## src/rtl/kdisp_pkg.sv

```systemverilog
package kdisp_pkg;

    localparam int DEF_KERNELS = 8;
    localparam int DEF_PROCS   = 4;
    localparam int DEF_DEPTH   = 8;

    typedef enum logic [1:0] {
        SLOT_IDLE   = 2'd0,
        SLOT_LAUNCH = 2'd1,
        SLOT_RUN    = 2'd2
    } slot_state_e;

endpackage

```

## src/rtl/kdisp_queue.sv

```systemverilog
module kdisp_queue #(
    parameter int DEPTH = 8,
    parameter int NK    = 8,
    parameter int NP    = 4,
    localparam int KW   = (NK > 1) ? $clog2(NK) : 1,
    localparam int CW   = $clog2(DEPTH + 1),
    localparam int IW   = (DEPTH > 1) ? $clog2(DEPTH) : 1
) (
    input  logic          clk,
    input  logic          rst_n,
    input  logic          enq_i,
    input  logic [KW-1:0] enq_kid_i,
    input  logic [NK-1:0] enq_deps_i,
    input  logic [NP-1:0] enq_procs_i,
    input  logic [NK-1:0] done_vec_i,
    input  logic [NP-1:0] busy_i,
    output logic          full_o,
    output logic          grant_o,
    output logic [KW-1:0] grant_kid_o,
    output logic [NK-1:0] grant_deps_o,
    output logic [NP-1:0] grant_procs_o
);

    logic [KW-1:0] kid_q   [DEPTH];
    logic [NK-1:0] deps_q  [DEPTH];
    logic [NP-1:0] procs_q [DEPTH];
    logic [KW-1:0] kid_n   [DEPTH];
    logic [NK-1:0] deps_n  [DEPTH];
    logic [NP-1:0] procs_n [DEPTH];
    logic [CW-1:0] count_q, count_n, cnt_after;
    logic [IW-1:0] sel, wr_idx;
    logic          grant;

    // oldest-first pick: entry 0 is always the oldest
    always_comb begin
        grant = 1'b0;
        sel   = '0;
        for (int i = 0; i < DEPTH; i++) begin
            if (!grant && (CW'(i) < count_q) &&
                ((deps_q[i] & ~done_vec_i) == '0) &&
                ((procs_q[i] & busy_i) == '0)) begin
                grant = 1'b1;
                sel   = IW'(i);
            end
        end
    end

    // compaction on removal, append behind the survivors
    always_comb begin
        cnt_after = count_q - (grant ? CW'(1) : CW'(0));
        wr_idx    = cnt_after[IW-1:0];
        for (int i = 0; i < DEPTH; i++) begin
            kid_n[i]   = kid_q[i];
            deps_n[i]  = deps_q[i];
            procs_n[i] = procs_q[i];
        end
        for (int i = 0; i < DEPTH - 1; i++) begin
            if (grant && (i >= int'(sel))) begin
                kid_n[i]   = kid_q[i+1];
                deps_n[i]  = deps_q[i+1];
                procs_n[i] = procs_q[i+1];
            end
        end
        if (enq_i) begin
            kid_n[wr_idx]   = enq_kid_i;
            deps_n[wr_idx]  = enq_deps_i;
            procs_n[wr_idx] = enq_procs_i;
        end
        count_n = cnt_after + (enq_i ? CW'(1) : CW'(0));
    end

    always_ff @(posedge clk) begin
        if (!rst_n) begin
            count_q <= '0;
        end else begin
            count_q <= count_n;
        end
        for (int i = 0; i < DEPTH; i++) begin
            kid_q[i]   <= kid_n[i];
            deps_q[i]  <= deps_n[i];
            procs_q[i] <= procs_n[i];
        end
    end

    assign full_o        = (count_q == CW'(DEPTH));
    assign grant_o       = grant;
    assign grant_kid_o   = kid_q[sel];
    assign grant_deps_o  = deps_q[sel];
    assign grant_procs_o = procs_q[sel];

    // nothing is written into a full queue
    assert_no_overflow_R2: assert property (@(posedge clk) disable iff (!rst_n)
        enq_i |-> !full_o);

    // an empty processor mask never reaches the queue
    assert_nonempty_entry_R3: assert property (@(posedge clk) disable iff (!rst_n)
        enq_i |-> (enq_procs_i != '0));

    // occupancy moves by at most one per cycle and never exceeds depth
    assert_count_bound_R2: assert property (@(posedge clk) disable iff (!rst_n)
        count_q <= CW'(DEPTH));

endmodule

```

## src/rtl/kdisp_slot.sv

```systemverilog
module kdisp_slot
    import kdisp_pkg::*;
#(
    parameter int NK  = 8,
    localparam int KW = (NK > 1) ? $clog2(NK) : 1
) (
    input  logic          clk,
    input  logic          rst_n,
    input  logic          launch_i,
    input  logic [KW-1:0] launch_kid_i,
    input  logic          done_i,
    output logic          busy_o,
    output logic          start_o,
    output logic          retire_o,
    output logic [KW-1:0] owner_o
);

    slot_state_e state_q, state_n;
    logic [KW-1:0] owner_q;

    always_ff @(posedge clk) begin
        if (!rst_n) begin
            state_q <= SLOT_IDLE;
        end else begin
            state_q <= state_n;
        end
    end

    always_ff @(posedge clk) begin
        if (!rst_n) begin
            owner_q <= '0;
        end else if (launch_i) begin
            owner_q <= launch_kid_i;
        end
    end

    always_comb begin
        state_n = state_q;
        unique case (state_q)
            SLOT_IDLE:   if (launch_i) state_n = SLOT_LAUNCH;
            SLOT_LAUNCH: state_n = done_i ? SLOT_IDLE : SLOT_RUN;
            SLOT_RUN:    if (done_i) state_n = SLOT_IDLE;
            default:     state_n = SLOT_IDLE;
        endcase
    end

    always_comb begin
        busy_o  = 1'b0;
        start_o = 1'b0;
        unique case (state_q)
            SLOT_IDLE:   ;
            SLOT_LAUNCH: begin busy_o = 1'b1; start_o = 1'b1; end
            SLOT_RUN:    busy_o = 1'b1;
            default:     ;
        endcase
    end

    assign retire_o = done_i && busy_o;
    assign owner_o  = owner_q;

    // a launch only ever lands on a free processor
    assert_launch_idle_R5: assert property (@(posedge clk) disable iff (!rst_n)
        launch_i |-> (state_q == SLOT_IDLE));

    // the start strobe lasts a single cycle
    assert_strobe_single_R7: assert property (@(posedge clk) disable iff (!rst_n)
        start_o |=> !start_o);

endmodule

```

## src/rtl/kdisp_scoreboard.sv

```systemverilog
module kdisp_scoreboard #(
    parameter int NK  = 8,
    parameter int NP  = 4,
    localparam int KW = (NK > 1) ? $clog2(NK) : 1
) (
    input  logic                  clk,
    input  logic                  rst_n,
    input  logic                  epoch_clr_i,
    input  logic [NP-1:0]         retire_i,
    input  logic [NP-1:0][KW-1:0] owner_i,
    output logic [NK-1:0]         done_vec_o
);

    logic [NK-1:0] done_q, set_mask;

    always_comb begin
        set_mask = '0;
        for (int p = 0; p < NP; p++) begin
            if (retire_i[p]) set_mask[owner_i[p]] = 1'b1;
        end
    end

    always_ff @(posedge clk) begin
        if (!rst_n) begin
            done_q <= '0;
        end else begin
            done_q <= (epoch_clr_i ? '0 : done_q) | set_mask;
        end
    end

    assign done_vec_o = done_q;

    // an epoch clear with no completion leaves nothing set
    assert_epoch_clear_R9: assert property (@(posedge clk) disable iff (!rst_n)
        (epoch_clr_i && (retire_i == '0)) |=> (done_vec_o == '0));

    // without a clear, completion bits are never lost
    assert_done_sticky_R8: assert property (@(posedge clk) disable iff (!rst_n)
        !epoch_clr_i |=> ((done_vec_o & $past(done_vec_o)) == $past(done_vec_o)));

endmodule

```

## src/rtl/kernel_dispatch.sv

```systemverilog
module kernel_dispatch
    import kdisp_pkg::*;
#(
    parameter int NUM_KERNELS = DEF_KERNELS,
    parameter int NUM_PROCS   = DEF_PROCS,
    parameter int QUEUE_DEPTH = DEF_DEPTH,
    localparam int KW = (NUM_KERNELS > 1) ? $clog2(NUM_KERNELS) : 1
) (
    input  logic                   clk,
    input  logic                   rst_n,
    input  logic                   req_valid,
    output logic                   req_ready,
    input  logic [KW-1:0]          req_kid,
    input  logic [NUM_KERNELS-1:0] req_deps,
    input  logic [NUM_PROCS-1:0]   req_procs,
    output logic                   req_reject,
    input  logic                   epoch_clr,
    input  logic [NUM_PROCS-1:0]   proc_done,
    output logic [NUM_PROCS-1:0]   proc_start,
    output logic [KW-1:0]          start_kid,
    output logic [NUM_KERNELS-1:0] kern_done
);

    logic                   q_full, accept, enq;
    logic                   grant;
    logic [KW-1:0]          grant_kid;
    logic [NUM_KERNELS-1:0] grant_deps;
    logic [NUM_PROCS-1:0]   grant_procs;
    logic [NUM_PROCS-1:0]   busy, retire;
    logic [KW-1:0]          owner_arr [NUM_PROCS];
    logic [NUM_PROCS-1:0][KW-1:0] owner_pk;
    logic                   reject_q;
    logic [KW-1:0]          start_kid_q;

    assign req_ready = !q_full;
    assign accept    = req_valid && req_ready;
    assign enq       = accept && (req_procs != '0);

    kdisp_queue #(
        .DEPTH (QUEUE_DEPTH),
        .NK    (NUM_KERNELS),
        .NP    (NUM_PROCS)
    ) u_queue (
        .clk           (clk),
        .rst_n         (rst_n),
        .enq_i         (enq),
        .enq_kid_i     (req_kid),
        .enq_deps_i    (req_deps),
        .enq_procs_i   (req_procs),
        .done_vec_i    (kern_done),
        .busy_i        (busy),
        .full_o        (q_full),
        .grant_o       (grant),
        .grant_kid_o   (grant_kid),
        .grant_deps_o  (grant_deps),
        .grant_procs_o (grant_procs)
    );

    for (genvar p = 0; p < NUM_PROCS; p++) begin : g_slot
        kdisp_slot #(.NK(NUM_KERNELS)) u_slot (
            .clk          (clk),
            .rst_n        (rst_n),
            .launch_i     (grant && grant_procs[p]),
            .launch_kid_i (grant_kid),
            .done_i       (proc_done[p]),
            .busy_o       (busy[p]),
            .start_o      (proc_start[p]),
            .retire_o     (retire[p]),
            .owner_o      (owner_arr[p])
        );
    end

    always_comb begin
        for (int p = 0; p < NUM_PROCS; p++) owner_pk[p] = owner_arr[p];
    end

    kdisp_scoreboard #(
        .NK (NUM_KERNELS),
        .NP (NUM_PROCS)
    ) u_score (
        .clk         (clk),
        .rst_n       (rst_n),
        .epoch_clr_i (epoch_clr),
        .retire_i    (retire),
        .owner_i     (owner_pk),
        .done_vec_o  (kern_done)
    );

    always_ff @(posedge clk) begin
        if (!rst_n) begin
            reject_q    <= 1'b0;
            start_kid_q <= '0;
        end else begin
            reject_q <= accept && (req_procs == '0);
            if (grant) start_kid_q <= grant_kid;
        end
    end

    assign req_reject = reject_q;
    assign start_kid  = start_kid_q;

    // the launched kernel's producers are all complete
    assert_deps_met_R4: assert property (@(posedge clk) disable iff (!rst_n)
        grant |-> ((grant_deps & ~kern_done) == '0));

    // the launched kernel's processors are all free
    assert_free_procs_R5: assert property (@(posedge clk) disable iff (!rst_n)
        grant |-> ((grant_procs & busy) == '0));

    // a reject flag always traces back to an empty-mask request
    assert_reject_cause_R3: assert property (@(posedge clk) disable iff (!rst_n)
        req_reject |-> $past(req_valid && req_ready && (req_procs == '0)));

    // strobes appear one cycle after a launch decision, with its mask
    assert_start_follows_R7: assert property (@(posedge clk) disable iff (!rst_n)
        grant |=> (proc_start == $past(grant_procs)) && (start_kid == $past(grant_kid)));

endmodule

```

## config.mk

```make
export PLATFORM = sky130hd
export DESIGN_NAME = kernel_dispatch
export DESIGN_NICKNAME = d
export VERILOG_FILES = /design/src/rtl/kdisp_pkg.sv /design/src/rtl/kdisp_queue.sv /design/src/rtl/kdisp_slot.sv /design/src/rtl/kdisp_scoreboard.sv /design/src/rtl/kernel_dispatch.sv
export SDC_FILE = /design/constraint.sdc
export NUM_CORES = 1
export LEC_CHECK = 0
export CAP_MARGIN = 40
export CORE_MARGIN = 4
export CORE_UTILIZATION = 30
export DETAILED_ROUTE_END_ITERATION = 6
export SYNTH_ARGS = -nofsm -noshare
export SYNTH_HDL_FRONTEND = slang
export SYNTH_SLANG_ARGS = --single-unit
export TNS_END_PERCENT = 30
```

## constraint.sdc

```tcl
create_clock -name clk -period 4.8 [get_ports clk]
set_input_delay 0.96 -clock clk [delete_from_list [all_inputs] [get_ports clk]]
set_output_delay 0.96 -clock clk [all_outputs]
set_load 0.005 [all_outputs]
```

==> flow_results.xml, run 1 <==
<?xml version="1.0" encoding="UTF-8"?>
<metrics>
  <group name="detailed_routing">
    <metric name="routed-via-count" unit="">7490</metric>
    <metric name="route.final.wire_length" unit="um">28800</metric>
    <metric name="vias_per_cell" unit="">5.53</metric>
    <metric name="avgRoutedWirePerCell" unit="um">21.3</metric>
    <metric name="detailedRoute.firstIterationViolations" unit="">684</metric>
    <metric name="drcViolationCount" unit="">0</metric>
    <metric name="drt_pass1_iterations" unit="">5</metric>
    <metric name="antenna_left" unit="">0</metric>
  </group>
  <group name="timing">
    <metric name="period_needed" unit="ns">4.33</metric>
    <metric name="max_clock_freq" unit="MHz">231</metric>
    <metric name="transition_at_the_pin_with_the_smallest_max_transition_slack" unit="ns">0.719</metric>
    <metric name="clock_skew" unit="ns">0.0155</metric>
    <metric name="rsz0062_at_grt" unit="">false</metric>
    <metric name="post-route-period-util" unit="%">90.3</metric>
    <metric name="hold_viol" unit="">0</metric>
    <metric name="setup_viol_count_final" unit="">0</metric>
    <metric name="drv_slew" unit="">0</metric>
    <metric name="setup_tns" unit="ns">0</metric>
    <metric name="slew_headroom" unit="%">51.8</metric>
  </group>
  <group name="floorplanning">
    <metric name="die_x" unit="um">174</metric>
    <metric name="dieArea" unit="um^2">30300</metric>
    <metric name="core" unit="um^2">27000</metric>
    <metric name="dieHeight" unit="um">174</metric>
    <metric name="ioPinCount" unit="">40</metric>
    <metric name="initial_core_utilization" unit="%">30.6</metric>
    <metric name="row_count" unit="">60</metric>
  </group>
  <group name="finish">
    <metric name="finish.utilization" unit="%">36.1</metric>
    <metric name="most_common_library_cell_in_the_layout_ignoring_fill_and_taps" unit="">sky130_fd_sc_hd__dfxtp_1</metric>
    <metric name="post_layout_nonfiller_instances" unit="">1354</metric>
    <metric name="area_delta_synth_final" unit="%">17.6</metric>
    <metric name="finalNetCount" unit="">1040</metric>
    <metric name="post_route_cells_drive_above_1_share" unit="%">9.48</metric>
    <metric name="layout.cells.most_common_list" unit="">141 x sky130_fd_sc_hd__dfxtp_1, 131 x sky130_fd_sc_hd__nand2_1, 105 x sky130_fd_sc_hd__o21ai_0, 105 x sky130_fd_sc_hd__mux2i_1, 62 x sky130_fd_sc_hd__nor2_1</metric>
    <metric name="antenna_cells" unit="">0</metric>
  </group>
  <group name="yosys">
    <metric name="synthDominantAreaCellType" unit="">sky130_fd_sc_hd__dfxtp_1</metric>
    <metric name="synthDistinctLibCells" unit="">71</metric>
    <metric name="mappedNetlistArea" unit="um^2">8280</metric>
    <metric name="ys.warnings.count" unit="">0</metric>
    <metric name="ys_async_sr_fraction" unit="%">0</metric>
    <metric name="ys_top_cells_by_area" unit="">sky130_fd_sc_hd__dfxtp_1 34%, sky130_fd_sc_hd__mux2i_1 13%, sky130_fd_sc_hd__o21ai_0 6.3%, sky130_fd_sc_hd__nand2_1 5.9%, sky130_fd_sc_hd__edfxtp_1 5.4%</metric>
    <metric name="synthesis.nets" unit="">1011</metric>
    <metric name="synth_seq_area_share" unit="%">39.5</metric>
    <metric name="netlist_instances" unit="">972</metric>
    <metric name="synth_top_flop_cell" unit="">sky130_fd_sc_hd__dfxtp_1</metric>
    <metric name="area_fraction_of_the_dominant_cell_type_after_synthesis" unit="%">34.1</metric>
    <metric name="syn-mean-instance-area" unit="um^2">8.52</metric>
    <metric name="synth-edff-count" unit="">15</metric>
    <metric name="synth-seq-cells" unit="">156</metric>
  </group>
  <group name="clock_network">
    <metric name="clock_path_buffers" unit="">2</metric>
    <metric name="cts.reportedPaths.clkPinSlew" unit="ns">0.07</metric>
    <metric name="post_cts_buffers" unit="">0</metric>
    <metric name="cts_resized" unit="">0</metric>
    <metric name="cts_tree" unit="">built</metric>
    <metric name="clockRootBuffer" unit="">sky130_fd_sc_hd__clkbuf_16</metric>
    <metric name="cts_buffers" unit="">17</metric>
    <metric name="cts_htree_levels" unit="">4</metric>
    <metric name="numClockSinks" unit="">156</metric>
    <metric name="worstSkewPairLatency" unit="ns">0.43</metric>
    <metric name="cts_hold_buf" unit="">0</metric>
  </group>
  <group name="placement">
    <metric name="post-dp-hpwl" unit="um">21200</metric>
    <metric name="placement.io_buffers" unit="">39</metric>
    <metric name="dpl.cell_count" unit="">1323</metric>
    <metric name="globalplace.congestion" unit="">0.974</metric>
  </group>
  <group name="global_routing">
    <metric name="grt_usage" unit="%">18.8</metric>
    <metric name="antenna_found_initial" unit="">0</metric>
    <metric name="grt.overflow.total" unit="">0</metric>
    <metric name="vias_in_the_first_global_route" unit="">7118</metric>
    <metric name="maximum_number_of_pins_on_one_net_before_global_route_repair" unit="">31</metric>
    <metric name="grt_pass1_wl" unit="um">43900</metric>
  </group>
  <group name="critical_path">
    <metric name="reg2reg_end" unit="">g_slot[0].u_slot.owner_o[0]</metric>
    <metric name="start_kind" unit="">flip-flop</metric>
    <metric name="critical_path.reg2reg.startpoint" unit="">g_slot[0].u_slot.state_q[1]</metric>
    <metric name="reg2reg_setup_slack" unit="ns">0.47</metric>
    <metric name="worst-endpoint-arrival" unit="ns">4.63</metric>
    <metric name="timing.critical_path.required" unit="ns">5.10</metric>
    <metric name="worst_reg_to_reg_path_cell_count" unit="">13</metric>
    <metric name="worstSetupPathType" unit="">reg -&gt; reg</metric>
    <metric name="critical_path_peak_fanout" unit="">20</metric>
    <metric name="end_kind" unit="">flip-flop</metric>
  </group>
  <group name="worst_hold_path">
    <metric name="min-delay-start" unit="">start_kid[1]</metric>
    <metric name="worst_hold_path.endpoint" unit="">start_kid[1]</metric>
    <metric name="min-delay-path-class" unit="">reg -&gt; reg</metric>
    <metric name="min_path_cells" unit="">2</metric>
  </group>
  <group name="job">
    <metric name="max_cap_violations" unit="">0</metric>
  </group>
  <group name="power">
    <metric name="vdd_drop_max" unit="V">0.000240</metric>
    <metric name="power.leakage" unit="nW">3.71</metric>
    <metric name="power_density" unit="nW/um^2">506</metric>
  </group>
  <group name="status">
    <metric name="run_status" unit="">finished, final reports clean</metric>
  </group>
</metrics>
==> cell type report <==
cell class | instances | area, um^2
timing repair buffer | 67 | 621
inverter | 37 | 139
multi-input combinational | 722 | 4650
clock inverter | 11 | 183
tap | 341 | 427
sequential | 156 | 3270
fill | 2790 | 17300
clock buffer | 20 | 457
==> worst max path at each step <==
| stage | start | end | slack [ns] |
|---|---|---|---|
| finish | g_slot[0].u_slot.state_q[1] | g_slot[0].u_slot.owner_o[0] | 0.47 |
| global route | g_slot[0].u_slot.state_q[1] | g_slot[1].u_slot.owner_o[0] | 0.23 |
| CTS | g_slot[0].u_slot.state_q[1] | g_slot[0].u_slot.owner_o[0] | 0.50 |
| detailed placement | g_slot[0].u_slot.state_q[1] | g_slot[0].u_slot.owner_o[0] | 0.52 |
| global placement | g_slot[0].u_slot.state_q[1] | g_slot[1].u_slot.owner_o[0] | 0.50 |
| floorplan | g_slot[3].u_slot.state_q[1] | flip-flop | 0.71 |
==> metrics by stage <==
step	cell area (um^2)	hold WS, ns	power (W)	setup WS (ns)
floorplan	8280	0.456	0.00291	0.710
global placement	9080	0.461	0.00339	0.500
detailed placement	9100	0.470	0.00343	0.522
CTS	9740	0.496	0.00492	0.499
global route	9740	0.527	0.00520	0.232
finish	9740	0.499	0.00493	0.467
==> logic make-up (layout without fill, tap and decap cells) <==
group | after synthesis | count (layout) | share of synthesized area [%]
muxes | 113 | 113 | 14.3
buffers and inverters | 94 | 135 | 4.79
and+or+nand+nor | 348 | 348 | 20.2
adders and majority gates | 16 | 16 | 2.42
xor gates and xnor gates | 5 | 5 | 0.529
DFF | 156 | 156 | 39.5
AOI/OAI and AO/OA | 240 | 240 | 18.2
==> routing by layer <==
metal	vias to the layer above	GRT usage, %	share of wire, %	wire (um)
met5	-	0	0	0
li1	3566	-	-	-
met2	301	29.7	44	12800
met4	0	7.19	3.5	1000
met3	59	3.72	7.0	2000
met1	3564	25.5	45	13000
==> critical path: stages, from the launching register on <==
cell                        delay (ns)
sky130_fd_sc_hd__dfxtp_1          0.37
sky130_fd_sc_hd__inv_1            0.07
sky130_fd_sc_hd__ha_1             0.60
sky130_fd_sc_hd__nand2_1          0.18
sky130_fd_sc_hd__o21ai_1          0.12
sky130_fd_sc_hd__a2111oi_1        0.08
sky130_fd_sc_hd__nand3_1          0.23
sky130_fd_sc_hd__nand4_4          0.42
sky130_fd_sc_hd__buf_4            0.37
sky130_fd_sc_hd__a21oi_2          0.40
sky130_fd_sc_hd__mux4_2           0.56
sky130_fd_sc_hd__mux2_2           0.37
sky130_fd_sc_hd__nor4_1           0.32
sky130_fd_sc_hd__nor3_1           0.07
==> registers in the layout (all words and copies together) (netlist names), named ones only <==
| name | cells |
|---|---|
| u_queue.count_q | 4 |
| g_slot.u_slot.state_q | 8 |
| g_slot.u_slot.owner_o | 12 |
| req_reject | 1 |
| u_queue.deps_q | 56 |
| u_score.done_vec_o | 8 |
| u_queue.kid_q | 21 |
| start_kid | 3 |
| u_queue.procs_q | 28 |
==> power by group <==
part	total [W]	switching [W]	internal, W
sequential	0.00220	0.000450	0.00175
clock	0.00149	0.000582	0.000907
combinational	0.00124	0.000696	0.000546
total	0.00493	0.00173	0.00320
==> synth_stat cells (9+ instances only) <==
cell type and instances:
sky130_fd_sc_hd__a21oi_1 39, sky130_fd_sc_hd__a31oi_1 16, sky130_fd_sc_hd__buf_2 15, sky130_fd_sc_hd__clkbuf_1 32, sky130_fd_sc_hd__dfxtp_1 141, sky130_fd_sc_hd__edfxtp_1 15
sky130_fd_sc_hd__ha_1 16, sky130_fd_sc_hd__inv_1 31, sky130_fd_sc_hd__mux2i_1 105, sky130_fd_sc_hd__nand2_1 131, sky130_fd_sc_hd__nand2b_1 15, sky130_fd_sc_hd__nand3_1 29
sky130_fd_sc_hd__nand3b_1 10, sky130_fd_sc_hd__nand4_1 9, sky130_fd_sc_hd__nor2_1 67, sky130_fd_sc_hd__nor2b_1 15, sky130_fd_sc_hd__nor3_1 26, sky130_fd_sc_hd__nor4_1 17
sky130_fd_sc_hd__o2111ai_1 10, sky130_fd_sc_hd__o21ai_0 105
Note: power is estimated with default switching activity, not from simulation.
==> inputs of run 2 (changes only) <==
--- a/config.mk
+++ b/config.mk
@@ -6,7 +6,6 @@
 export NUM_CORES = 1
 export LEC_CHECK = 0
 export CAP_MARGIN = 40
-export CORE_MARGIN = 4
 export CORE_UTILIZATION = 30
 export DETAILED_ROUTE_END_ITERATION = 6
 export SYNTH_ARGS = -nofsm -noshare
==> run 2 against run 1 <==
Routed wire length rose by 0.95%. Register-to-register slack got worse by 0.21 ns. Sequential share of layout area rose by 0.32 points. Count of clock-buffer cells in the layout fell by 2. Combinational power barely moved. Fmax fell by 4.7%. Cell count fell by 0.22%. Sequential cell count did not move. Die area fell by 6.8%. Largest power group unchanged. Highest routed layer unchanged.
==> flow_results.xml, run 2 (synthesized netlist as in run 1, its figures left out) <==
<?xml version="1.0" encoding="UTF-8"?>
<metrics>
  <group name="status">
    <metric name="run_status" unit="">finished, final reports clean</metric>
  </group>
  <group name="clock_network">
    <metric name="clock_path_buffers" unit="">2</metric>
    <metric name="clockRootBuffer" unit="">sky130_fd_sc_hd__clkbuf_16</metric>
    <metric name="cts_buffers" unit="">17</metric>
    <metric name="worstSkewPairLatency" unit="ns">0.44</metric>
    <metric name="cts_resized" unit="">0</metric>
    <metric name="cts_hold_buf" unit="">0</metric>
    <metric name="cts.reportedPaths.clkPinSlew" unit="ns">0.07</metric>
    <metric name="numClockSinks" unit="">156</metric>
    <metric name="post_cts_buffers" unit="">0</metric>
    <metric name="cts_tree" unit="">built</metric>
    <metric name="cts_htree_levels" unit="">4</metric>
  </group>
  <group name="finish">
    <metric name="area_delta_synth_final" unit="%">16.5</metric>
    <metric name="post_layout_nonfiller_instances" unit="">1351</metric>
    <metric name="most_common_library_cell_in_the_layout_ignoring_fill_and_taps" unit="">sky130_fd_sc_hd__dfxtp_1</metric>
    <metric name="largest_register_ff_count" unit="">56</metric>
    <metric name="finalNetCount" unit="">1036</metric>
    <metric name="top_regs" unit="">u_queue.deps_q (56), u_queue.procs_q (28), u_queue.kid_q (21)</metric>
    <metric name="antenna_cells" unit="">0</metric>
    <metric name="post_route_cells_drive_above_1_share" unit="%">9.31</metric>
    <metric name="regMostFlops" unit="">u_queue.deps_q</metric>
    <metric name="layout.cells.most_common_list" unit="">141 x sky130_fd_sc_hd__dfxtp_1, 131 x sky130_fd_sc_hd__nand2_1, 105 x sky130_fd_sc_hd__o21ai_0, 105 x sky130_fd_sc_hd__mux2i_1, 62 x sky130_fd_sc_hd__nor2_1</metric>
  </group>
  <group name="critical_path">
    <metric name="worstSetupPathDepth" unit="">14</metric>
    <metric name="critPathBufInv" unit="">3</metric>
    <metric name="cp_top_family" unit="">simple AND/OR/NAND/NOR gates</metric>
    <metric name="critical_path_cell_list" unit="">inv_1 -&gt; ha_1 -&gt; buf_4 -&gt; nand2_1 -&gt; o2111ai_1 -&gt; a2111oi_1 -&gt; nand3_1 -&gt; nand4_4 -&gt; buf_4 -&gt; a21oi_2 -&gt; mux4_2 -&gt; mux2_2 -&gt; nor4_1 -&gt; nor3_1</metric>
    <metric name="worst_path_max_stage_delay" unit="ns">0.57</metric>
    <metric name="worst-endpoint-arrival" unit="ns">4.85</metric>
    <metric name="worstSetupPathType" unit="">reg -&gt; reg</metric>
    <metric name="worst_reg_to_reg_path_cell_count" unit="">14</metric>
    <metric name="path_common_cell" unit="">sky130_fd_sc_hd__buf_4</metric>
    <metric name="standard_cell_with_the_maximum_stage_delay_on_the_critical_path" unit="">sky130_fd_sc_hd__a2111oi_1</metric>
    <metric name="timing.critical_path.required" unit="ns">5.11</metric>
    <metric name="critical_path_peak_fanout" unit="">16</metric>
    <metric name="end_kind" unit="">flip-flop</metric>
    <metric name="start_kind" unit="">flip-flop</metric>
  </group>
  <group name="placement">
    <metric name="post-dp-hpwl" unit="um">21200</metric>
    <metric name="place_worst_setup_slack" unit="ns">0.451</metric>
    <metric name="globalplace.congestion" unit="">0.957</metric>
    <metric name="placement.io_buffers" unit="">39</metric>
    <metric name="dpl.cell_count" unit="">1319</metric>
  </group>
  <group name="detailed_routing">
    <metric name="drt_pass1_iterations" unit="">7</metric>
    <metric name="route.final.wire_length" unit="um">29100</metric>
    <metric name="vias_per_cell" unit="">5.55</metric>
    <metric name="routed-via-count" unit="">7501</metric>
    <metric name="detailedRoute.firstIterationViolations" unit="">770</metric>
    <metric name="avgRoutedWirePerCell" unit="um">21.5</metric>
    <metric name="drcViolationCount" unit="">0</metric>
    <metric name="antenna_left" unit="">0</metric>
  </group>
  <group name="floorplanning">
    <metric name="core" unit="um^2">27000</metric>
    <metric name="ioPinCount" unit="">40</metric>
    <metric name="die_x" unit="um">168</metric>
    <metric name="dieArea" unit="um^2">28300</metric>
    <metric name="initial_core_utilization" unit="%">30.6</metric>
    <metric name="row_count" unit="">60</metric>
    <metric name="dieHeight" unit="um">168</metric>
  </group>
  <group name="timing">
    <metric name="clock_skew" unit="ns">0.0102</metric>
    <metric name="setup_viol_count_final" unit="">0</metric>
    <metric name="drv_slew" unit="">0</metric>
    <metric name="max_clock_freq" unit="MHz">220</metric>
    <metric name="slew_headroom" unit="%">41.6</metric>
    <metric name="period_needed" unit="ns">4.54</metric>
    <metric name="setup_tns" unit="ns">0</metric>
    <metric name="rsz0062_at_grt" unit="">false</metric>
    <metric name="post-route-period-util" unit="%">94.7</metric>
    <metric name="transition_at_the_pin_with_the_smallest_max_transition_slack" unit="ns">0.873</metric>
    <metric name="setup_ws" unit="ns">0.256</metric>
    <metric name="hold_viol" unit="">0</metric>
  </group>
  <group name="power">
    <metric name="power.leakage" unit="nW">3.67</metric>
    <metric name="total_power" unit="W">0.00485</metric>
    <metric name="power_density" unit="nW/um^2">503</metric>
    <metric name="vdd_drop_max" unit="V">0.000264</metric>
  </group>
  <group name="global_routing">
    <metric name="grt.overflow.total" unit="">0</metric>
    <metric name="maximum_number_of_pins_on_one_net_before_global_route_repair" unit="">31</metric>
    <metric name="grt_usage" unit="%">20.8</metric>
    <metric name="vias_in_the_first_global_route" unit="">6871</metric>
    <metric name="grt_pass1_wl" unit="um">43800</metric>
    <metric name="antenna_found_initial" unit="">0</metric>
  </group>
  <group name="worst_hold_path">
    <metric name="min-delay-path-class" unit="">reg -&gt; reg</metric>
    <metric name="min_path_cells" unit="">2</metric>
  </group>
  <group name="job">
    <metric name="max_cap_violations" unit="">0</metric>
  </group>
</metrics>
==> run 2: cell count changes in the layout (fill, tap and decap cells not counted), sizes merged <==
cell,previous run,this run
bufinv,4,2
clkinv,4,6
clkbuf,20,18
buf,28,24
inv,39,42
==> run 2: where the power goes <==
group,internal [W],switching (W),total [W]
Combinational,0.000543,0.000704,0.00125
Sequential,0.00175,0.000447,0.00220
Clock,0.000793,0.000613,0.00141
==> run 2: stage by stage <==
| step | area [um^2] | utilization [%] | hold WS [ns] |
|---|---|---|---|
| after floorplan | 8280 | - | 0.456 |
| after global placement | 9050 | 33.5 | 0.464 |
| after detailed placement | 9050 | 33.5 | 0.471 |
| after CTS | 9650 | 35.7 | 0.481 |
| after global routing | 9650 | 35.7 | 0.521 |
| final | 9650 | 35.7 | 0.478 |
==> run 2: tightest hold or removal path, cell delays in order, from the launching register on <==
cell and delay, ns:
sky130_fd_sc_hd__dfxtp_1 0.32, sky130_fd_sc_hd__nand3_1 0.06, sky130_fd_sc_hd__o21ai_1 0.05
==> run 2: area by class of cell <==
class,instances,area (um^2)
inverter,37,139
multi-input combinational,722,4650
timing repair buffer,63,571
fill,2753,17400
tap,341,427
clock buffer,18,439
sequential,156,3270
clock inverter,14,158
==> run 2: metal layers <==
metal	vias to the layer above	wire [um]	GRT usage, %	part of all wire [%]
met1	3577	13300	28.8	46
li1	3556	-	-	-
met4	0	561	5.57	1.9
met5	-	0	0	0
met3	38	2260	4.72	7.8
met2	330	12900	32.4	44
==> run 2: worst paths after layout <==
path	start	to	slack, ns
hold reg to reg	start_kid[1]	start_kid[1]	0.48
setup / recovery	g_slot[3].u_slot.state_q[1]	g_slot[1].u_slot.owner_o[0]	0.26
hold / removal	start_kid[1]	start_kid[1]	0.48
setup reg to reg	g_slot[3].u_slot.state_q[1]	g_slot[1].u_slot.owner_o[0]	0.26
